[src/rtl/chg_pkg.sv]
package chg_pkg;

  localparam int NST = 9;

  localparam int S_POR   = 0;
  localparam int S_PRES  = 1;
  localparam int S_PRE   = 2;
  localparam int S_FAST  = 3;
  localparam int S_TEST  = 4;
  localparam int S_TOP   = 5;
  localparam int S_MAINT = 6;
  localparam int S_FAULT = 7;
  localparam int S_SUSP  = 8;

  typedef logic [NST-1:0] st_vec_t;

  typedef enum logic [1:0] {
    DUTY_OFF     = 2'd0,
    DUTY_FULL    = 2'd1,
    DUTY_QTR     = 2'd2,
    DUTY_TRICKLE = 2'd3
  } duty_e;

  typedef enum logic [1:0] {
    STS_LOW  = 2'd0,
    STS_HIGH = 2'd1,
    STS_SLOW = 2'd2,
    STS_FAST = 2'd3
  } status_e;

  function automatic st_vec_t st_bit(input int unsigned idx);
    st_vec_t v;
    v = '0;
    v[idx] = 1'b1;
    return v;
  endfunction

endpackage

[src/rtl/chg_sec_cnt.sv]
module chg_sec_cnt #(
  parameter int W = 8
) (
  input  logic         clk,
  input  logic         rst_n,
  input  logic         clr,
  input  logic         tick,
  output logic [W-1:0] cnt
);

  localparam logic [W-1:0] CNT_MAX = '1;

  always_ff @(posedge clk or negedge rst_n) begin
    if (!rst_n) begin
      cnt <= '0;
    end else if (clr) begin
      cnt <= '0;
    end else if (tick && (cnt != CNT_MAX)) begin
      cnt <= cnt + 1'b1;
    end
  end

endmodule

[src/rtl/chg_next_state.sv]
module chg_next_state
  import chg_pkg::*;
(
  input  st_vec_t st_q,
  input  logic    uvlo,
  input  logic    timer_float,
  input  logic    cell_low,
  input  logic    over_loaded,
  input  logic    over_open,
  input  logic    over_max,
  input  logic    temp_cold,
  input  logic    temp_warm,
  input  logic    temp_hot,
  input  logic    det_ack,
  input  logic    det_term,
  input  logic    det_bad,
  input  logic    pre_expire,
  input  logic    fast_expire,
  input  logic    top_expire,
  input  logic    test_due,
  output st_vec_t st_d
);

  logic start_ok;
  assign start_ok = !over_open && !temp_cold && !temp_warm;

  always_comb begin
    st_d = st_q;
    if (uvlo) begin
      st_d = st_bit(S_POR);
    end else if (timer_float) begin
      st_d = st_bit(S_SUSP);
    end else if (!$onehot(st_q)) begin
      st_d = st_bit(S_POR);
    end else if (st_q[S_POR]) begin
      st_d = st_bit(S_PRES);
    end else if (st_q[S_PRES]) begin
      if (start_ok) st_d = st_bit(S_PRE);
    end else if (st_q[S_PRE]) begin
      if (over_max || temp_hot || pre_expire) st_d = st_bit(S_FAULT);
      else if (!cell_low)                     st_d = st_bit(S_FAST);
    end else if (st_q[S_FAST]) begin
      if (over_max)         st_d = st_bit(S_FAULT);
      else if (temp_hot)    st_d = st_bit(S_MAINT);
      else if (fast_expire) st_d = st_bit(S_TOP);
      else if (test_due)    st_d = st_bit(S_TEST);
    end else if (st_q[S_TEST]) begin
      if (over_max)      st_d = st_bit(S_FAULT);
      else if (temp_hot) st_d = st_bit(S_MAINT);
      else if (det_ack) begin
        if (det_bad)       st_d = st_bit(S_FAULT);
        else if (det_term) st_d = st_bit(S_TOP);
        else               st_d = st_bit(S_FAST);
      end else if (fast_expire) begin
        st_d = st_bit(S_TOP);
      end
    end else if (st_q[S_TOP]) begin
      if (over_max)                    st_d = st_bit(S_FAULT);
      else if (temp_hot || top_expire) st_d = st_bit(S_MAINT);
    end else if (st_q[S_MAINT]) begin
      if (over_open) st_d = st_bit(S_PRES);
    end else if (st_q[S_FAULT]) begin
      if (over_loaded) st_d = st_bit(S_PRES);
    end else begin
      st_d = st_bit(S_PRES);
    end
  end

endmodule

[src/rtl/chg_out_decode.sv]
module chg_out_decode
  import chg_pkg::*;
(
  input  st_vec_t st_q,
  output duty_e   duty,
  output status_e sts
);

  always_comb begin
    duty = DUTY_OFF;
    sts  = STS_LOW;
    if (st_q[S_PRE]) begin
      duty = DUTY_QTR;
      sts  = STS_SLOW;
    end
    if (st_q[S_FAST]) begin
      duty = DUTY_FULL;
      sts  = STS_HIGH;
    end
    if (st_q[S_TEST]) begin
      sts  = STS_HIGH;
    end
    if (st_q[S_TOP]) begin
      duty = DUTY_QTR;
      sts  = STS_HIGH;
    end
    if (st_q[S_MAINT]) begin
      duty = DUTY_TRICKLE;
    end
    if (st_q[S_FAULT]) begin
      sts  = STS_FAST;
    end
  end

endmodule

[src/rtl/chg_seq_top.sv]
module chg_seq_top
  import chg_pkg::*;
#(
  parameter int TO_W      = 15,
  parameter int PRE_SECS  = 1800,
  parameter int TEST_SECS = 31
) (
  input  logic            clk,
  input  logic            rst_n,
  input  logic            uvlo,
  input  logic            timer_float,
  input  logic            cell_low,
  input  logic            over_loaded,
  input  logic            over_open,
  input  logic            temp_cold,
  input  logic            temp_warm,
  input  logic            temp_hot,
  input  logic            tick_1hz,
  input  logic            det_ack,
  input  logic            det_term,
  input  logic            det_bad,
  input  logic [TO_W-1:0] fast_limit_s,
  output logic [1:0]      duty_mode,
  output logic            chg_en,
  output logic [1:0]      status_mode,
  output logic            det_start
);

  localparam int PRE_W = $clog2(PRE_SECS + 1);
  localparam int CNT_W = (TO_W > PRE_W) ? TO_W : PRE_W;
  localparam int IV_W  = $clog2(TEST_SECS + 1);

  function automatic logic [CNT_W-1:0] fast_len(input logic [TO_W-1:0] t);
    return CNT_W'(t);
  endfunction

  function automatic logic [CNT_W-1:0] topoff_len(input logic [TO_W-1:0] t);
    return CNT_W'(t >> 1);
  endfunction

  st_vec_t st_q;
  st_vec_t st_d;

  duty_e   duty;
  status_e sts;

  logic [CNT_W-1:0] phase_cnt;
  logic [IV_W-1:0]  ival_cnt;

  logic over_max;
  logic pre_expire;
  logic fast_expire;
  logic top_expire;
  logic test_due;
  logic keep_safety;
  logic phase_clr;
  logic ival_clr;
  logic in_fast_run;

  always_ff @(posedge clk or negedge rst_n) begin
    if (!rst_n) st_q <= st_bit(S_POR);
    else        st_q <= st_d;
  end

  chg_out_decode u_dec (
    .st_q (st_q),
    .duty (duty),
    .sts  (sts)
  );

  assign duty_mode   = duty;
  assign status_mode = sts;
  assign chg_en      = (duty != DUTY_OFF);

  assign over_max = chg_en ? over_loaded : over_open;

  assign in_fast_run = st_q[S_FAST] | st_q[S_TEST];
  assign keep_safety = (st_q[S_FAST] && st_d[S_TEST]) ||
                       (st_q[S_TEST] && st_d[S_FAST]);
  assign phase_clr   = ((st_d != st_q) && !keep_safety) || st_q[S_POR];
  assign ival_clr    = !st_q[S_FAST];

  chg_sec_cnt #(.W(CNT_W)) u_phase_cnt (
    .clk   (clk),
    .rst_n (rst_n),
    .clr   (phase_clr),
    .tick  (tick_1hz),
    .cnt   (phase_cnt)
  );

  chg_sec_cnt #(.W(IV_W)) u_ival_cnt (
    .clk   (clk),
    .rst_n (rst_n),
    .clr   (ival_clr),
    .tick  (tick_1hz),
    .cnt   (ival_cnt)
  );

  assign pre_expire  = st_q[S_PRE] && (phase_cnt >= CNT_W'(PRE_SECS));
  assign fast_expire = in_fast_run && (phase_cnt >= fast_len(fast_limit_s));
  assign top_expire  = st_q[S_TOP] && (phase_cnt >= topoff_len(fast_limit_s));
  assign test_due    = st_q[S_FAST] && (ival_cnt >= IV_W'(TEST_SECS));

  chg_next_state u_ns (
    .st_q        (st_q),
    .uvlo        (uvlo),
    .timer_float (timer_float),
    .cell_low    (cell_low),
    .over_loaded (over_loaded),
    .over_open   (over_open),
    .over_max    (over_max),
    .temp_cold   (temp_cold),
    .temp_warm   (temp_warm),
    .temp_hot    (temp_hot),
    .det_ack     (det_ack),
    .det_term    (det_term),
    .det_bad     (det_bad),
    .pre_expire  (pre_expire),
    .fast_expire (fast_expire),
    .top_expire  (top_expire),
    .test_due    (test_due),
    .st_d        (st_d)
  );

  assign det_start = st_q[S_FAST] && st_d[S_TEST];

endmodule

[config.mk]
export PLATFORM = sky130hd
export DESIGN_NAME = chg_seq_top
export DESIGN_NICKNAME = d
export VERILOG_FILES = /design/src/rtl/chg_pkg.sv /design/src/rtl/chg_sec_cnt.sv /design/src/rtl/chg_next_state.sv /design/src/rtl/chg_out_decode.sv /design/src/rtl/chg_seq_top.sv
export SDC_FILE = /design/constraint.sdc
export NUM_CORES = 1
export LEC_CHECK = 0
export ABC_CLOCK_PERIOD_IN_PS = 5600
export BUFFER_PORTS_ARGS = -buffer_cell sky130_fd_sc_hd__buf_4
export CORE_ASPECT_RATIO = 2
export CORE_MARGIN = 3
export CORE_UTILIZATION = 55
export CTS_BUF_LIST = sky130_fd_sc_hd__clkbuf_8
export CTS_CLUSTER_SIZE = 24
export DETAILED_ROUTE_END_ITERATION = 10
export HOLD_SLACK_MARGIN = 0.12
export PLACE_DENSITY = 0.74
export SETUP_SLACK_MARGIN = 0.2
export SYNTH_ARGS = -nofsm -noshare
export SYNTH_HDL_FRONTEND = slang
export SYNTH_SLANG_ARGS = --single-unit
[constraint.sdc]
create_clock -name clk -period 5.6 [get_ports clk]
set_clock_uncertainty 0.1 [all_clocks]
set_input_delay 1.12 -clock clk [delete_from_list [all_inputs] [get_ports clk]]
set_output_delay 1.12 -clock clk [all_outputs]
set_load 0.005 [all_outputs]
* Yosys cells after proc, flatten, opt, wreduce, memory -nomap -nowiden
Index checks and enable logic that the tools add are counted. W data, S select, Z words.
Word-level totals: bits in registers 29, output and inout bits 6, bits of input ports 29
Operators by class: equal/unequal tests 5, order comparisons 4, bitwise gates (word level) 1, reductions and logical operators 22, multiplexer cells 40, add/sub/neg operators 10
Operators with widths (count):
- $mux W9 | 27
- $mux W15 | 2
- $add A15 B1 Y15 const B | 1
- $ge A15 B11 Y1 const B | 1
- $ge A15 B14 Y1 | 1
- $ge A15 B15 Y1 | 1
- $ne A15 B15 Y1 const B | 1
- $mux W2 | 7
- $add A4 B4 Y4 | 3
- $logic_and A1 B1 Y1 | 11
- $mux W5 | 2
- $ne A9 B9 Y1 | 1
- $add A1 B1 Y2 | 4
- $mux W6 | 1
- $add A5 B1 Y5 const B | 1
- $ge A5 B5 Y1 const B | 1
- $logic_or A1 B1 Y1 | 5
- $ne A5 B5 Y1 const B | 1
- $add A4 B1 Y4 | 1
- $eq A4 B1 Y1 const B | 1
- $logic_not A1 Y1 | 4
- $reduce_bool A2 Y1 | 2
- $ne A2 B1 Y1 const B | 1
- $mux W1 | 1
- $or A1 B1 Y1 | 1

* Depth between registers and ports, before layout
word-level depth 22, depth in mapped cells 17, mapped depth without buffers 15

* Hierarchy
From an unflattened synthesis, not the netlist that was laid out.
Unflattened totals: cell total of the unflattened synthesis 356, area, all modules 2962.8 um^2
By module, submodules not included:
- chg_seq_top | area each 1093.5 um^2, instances 1, seq. area each 226.5 um^2, cells an instance 124
- chg_sec_cnt (u_phase_cnt) | area each 884.6 um^2, instances 1, seq. area each 375.4 um^2, cells an instance 92
- chg_next_state | area each 686.9 um^2, instances 1, seq. area each 0.0 um^2, cells an instance 109
- chg_sec_cnt (u_ival_cnt) | area each 249.0 um^2, instances 1, seq. area each 125.1 um^2, cells an instance 23
- chg_out_decode | area each 48.8 um^2, instances 1, seq. area each 0.0 um^2, cells an instance 8

* Worst setup path before layout
Ideal clock, no wire load.
path type flip-flop to output port, start reg st_q[3], end out det_start, data arrival time 3903 ps, required time 4380 ps, cell stages (with the launch flop) 14, buffers on the path 1, path slack 477 ps, path through dfrtp_1 > clkinv_1 > ha_1 > fa_1 > inv_1 > fa_1 > ha_1 > fa_1 > or4b_1 > nand3b_1 > clkbuf_8 > nor4_1 > a22o_2 > and2_1
On the way: word-level cells in the longest chain between the ends 16
RTL lines:
- start, declared | line chg_seq_top.sv:41 | st_vec_t st_q;
- start signal, assigned | line chg_seq_top.sv:61 | if (!rst_n) st_q <= st_bit(S_POR);
- start signal, assigned | line chg_seq_top.sv:62 | else st_q <= st_d;
- parallel branches: the longest is 12 deep, another holds $add A4 B4 Y4
- $mux W9 (*) | line chg_next_state.sv:33 | end else if (!$onehot(st_q)) begin
- $mux W9 (*) | line chg_next_state.sv:31 | end else if (timer_float) begin
- $mux W9 (*) | line chg_next_state.sv:29 | if (uvlo) begin
- via st_d[4] | line chg_seq_top.sv:42 | st_vec_t st_d;
- $logic_and A1 B1 Y1 (*) | line chg_seq_top.sv:125 | assign det_start = st_q[S_FAST] && st_d[S_TEST];
- end, declared | line chg_seq_top.sv:26 | output logic det_start
Mark *: on every way through the listed nets, which the timed path passes.

* Final worst setup path
start reg st_q[7], end out det_start
On the way: word-level cells in the longest chain between the ends 12
RTL lines (line):
- parallel branches: the longest is 8 deep, another holds $add A4 B4 Y4
- $mux W9 (*) | chg_next_state.sv:33
- $mux W9 (*) | chg_next_state.sv:31
- $mux W9 (*) | chg_next_state.sv:29
- via st_d[4] | chg_seq_top.sv:42
- $logic_and A1 B1 Y1 (*) | chg_seq_top.sv:125
Marked as above.

==> flow_summary.toml <==
[power_and_ir_drop]
vdd_drop_max_v = 0.000166
leakage_nw = 1.75
power_density_nw_per_um2 = 161

[synthesis]
yosysSeqAreaShare = 0.229
synth-main-ff-cell = "dfrtp_1"
ys_seq_elements = 29
synth-edff-count = 0
netlist_instances = 364
ys_types = 75
ys_warn_count = 0
syn_nets = 437
syn_area_um2 = 3170
synth-async-reset-ratio = 1.00
avgSynthCellArea_um2 = 8.72

[critical_path]
cp.required_ns = 4.38
cp_cell_sequence = "ha_1, inv_1, fa_2, inv_1, fa_2, ha_4, fa_1, or4b_4, nand3b_1, buf_4, nor2_2, a22o_2, and2_4, buf_4"
crit_end = "det_start"
r2r_cells = 15
arrival_ns = 4.10
r2r_slack_ns = 0.56
cp-end-kind = "output pin"
cp-startpoint = "st_q[7]$_DFF_PN0_"
r2r_start = "st_q[7]$_DFF_PN0_"
crit_type = "reg -> out"
slowest_delay_ns = 0.55
startpoint_type = "register"
crit_fanout = 5
reg2reg_to = "u_phase_cnt.cnt[2]$_DFFE_PN0P_"
cpMaxStageDelayCell = "or4b_4"

[detailed_routing]
finalWirelength_mm = 9.21
post-route-drc-count = 0
routedWlPerCell_um = 19.7
vias = 3100
drtIter0Drc = 164
via_per_inst = 6.62
dr.pass1.iters = 6
ant_nets = 0

[sta]
post-route-period-util = 0.950
fin_crit_ns = 5.32
finalSetupViolCount = 0
tns_ns = 0
maxSlewViolCount = 0
worstMarginPinSlew_ns = 0.710
hold_viol_final = 0
rsz0062_at_grt = "yes"
relSlewSlack = 0.522
max_clock_freq_mhz = 188

[min_path]
hold_class = "reg -> reg"

[cts]
cts_tree = "done"
clock_path_buffers = 2
clk_latency_ns = 0.29
cts_buffers = 5
path_clk_slew_ns = 0.07
clockRootBuffer = "clkbuf_8"
htreeDepth = 2
cts_sinks = 29
cts_hold_buf = 0

[final_layout]
n_fill_cell = 487
drive_gt1_frac = 0.250
nets = 480
final_cell_mix = "buf_4, ha_1, nor2_1"
multi_input_area_um2 = 2250
seqCellArea_um2 = 728
diodes = 0
area_growth_pct = 15.6
stdcell_count = 468
final_common_cell = "buf_4"

[placement]
dp_hpwl_mm = 6.85
dp.cells = 453
port_buffers = 34
gp_congestion = 0.932

[flow_run]
cap_violations = 0

[status]
status = "completed"

[grt]
antenna_found_initial = 0
grt_util_all_layers = 0.283
grt_pass1_wl_mm = 14.6
grt_pass1_vias = 3117
grt_max_degree = 30
grt-ovfl-total = 0

[die]
initial_core_util = 0.576
floorplan.die_area_um2 = 6770
num_io_pins = 35
die_y_um = 113
core_area_um2 = 5520
num_rows = 38
die_x_um = 59.7
[Yosys cell counts (3+ instances only)]
cell,count,area [um^2]
xor2_1,7,61.3
dfrtp_1,28,701
inv_1,28,105
nand4_1,11,68.8
and4_1,3,26.3
nand3_1,3,15.0
nor3_1,8,40.0
nand2b_1,6,37.5
ha_1,39,488
a211oi_1,4,30.0
and3_1,5,31.3
fa_1,5,100
mux2i_1,3,30.0
a22o_1,3,26.3
o21ai_0,13,65.1
o211ai_1,3,22.5
nand3b_1,5,37.5
a21oi_1,19,95.1
nor4_1,6,37.5
clkbuf_1,6,22.5
a31oi_1,3,18.8
or3_1,3,18.8
nor2_2,10,62.6
nand2_1,21,78.8
nor2_1,34,128
xnor2_1,8,70.1
a21o_1,8,60.1
clkbuf_8,6,82.6
a22oi_1,4,30.0
[power by group]
group          internal [mW]  switching [mW]  total [mW]  leakage, nW
Sequential             0.213         0.00394       0.217        0.398
Combinational         0.0634          0.0768       0.140         1.29
Clock                  0.143          0.0911       0.234       0.0626
Total                  0.420           0.172       0.592         1.75
[final cells by class]
class	count	share of cell area
multi-input cells	290	0.613
flip-flops and latches	29	0.198
repair buffers	52	0.106
inverters	29	0.0297
clock buffers	6	0.0225
well taps	60	0.0205
clock inverters	2	0.00921
[sequential cells by signal, indices dropped and copies added, names as in the netlist]
| name | count |
|---|---|
| u_phase_cnt.cnt | 15 |
| st_q | 9 |
| u_ival_cnt.cnt | 5 |
[layer usage]
metal / part of all wire / global-route usage
met5: 0 / 0
met4: 0.067 / 0.197
met3: 0.044 / 0.0521
met2: 0.56 / 0.509
met1: 0.33 / 0.272
[worst max-delay path, delay by kind of cell (launching register included)]
kind | cells | cell delay, ns
flops | 1 | 0.41
compound gates | 1 | 0.18
simple gates | 4 | 1.05
fa+ha+maj | 5 | 1.76
buf+inv | 4 | 0.41
[metrics by stage]
step | instance area [um^2] | utilization | hold WS (ns) | power [mW] | setup WS [ns]
finish | 3670 | 0.665 | 0.449 | 0.592 | 0.278
global route | 3670 | 0.665 | 0.497 | 0.613 | 0.157
CTS | 3560 | 0.645 | 0.458 | 0.575 | 0.217
detailed placement | 3430 | 0.622 | 0.443 | 0.346 | 0.316
global placement | 3430 | 0.622 | 0.434 | 0.344 | 0.362
floorplan | 3170 | - | 0.405 | 0.302 | 0.477
[cell families (layout without fill, tap and decap cells)]
group,count (synthesis),in the layout,share of synthesized area
simple gates,137,137,0.241
compound gates,91,91,0.209
buf+inv,45,89,0.0843
fa+ha+maj,44,44,0.185
flops,29,29,0.229
xor+xnor,15,15,0.0414
mux,3,3,0.00946
[how the worst min path moves through the flow]
stage / from / end / slack [ns] / cells after the start
CTS: u_ival_cnt.cnt[1]$_DFFE_PN0P_ / u_ival_cnt.cnt[1]$_DFFE_PN0P_ / 0.46 / 2
finish: u_ival_cnt.cnt[1]$_DFFE_PN0P_ / u_ival_cnt.cnt[1]$_DFFE_PN0P_ / 0.45 / 2
floorplan: u_ival_cnt.cnt[1]$_DFFE_PN0P_ / u_ival_cnt.cnt[1]$_DFFE_PN0P_ / 0.40 / 2
detailed placement: u_ival_cnt.cnt[1]$_DFFE_PN0P_ / u_ival_cnt.cnt[1]$_DFFE_PN0P_ / 0.44 / 2
global placement: u_ival_cnt.cnt[1]$_DFFE_PN0P_ / u_ival_cnt.cnt[1]$_DFFE_PN0P_ / 0.43 / 2
global route: u_ival_cnt.cnt[2]$_DFFE_PN0P_ / u_ival_cnt.cnt[2]$_DFFE_PN0P_ / 0.50 / 2
[timing repair]
action | 4_1_cts | 5_1_grt
resized for setup | 0 | 16
pin swaps | 0 | 7
endpoints found under the setup margin | 1 | 16
setup buffers | 2 | 5
Note: power is estimated with default switching activity, not from simulation.
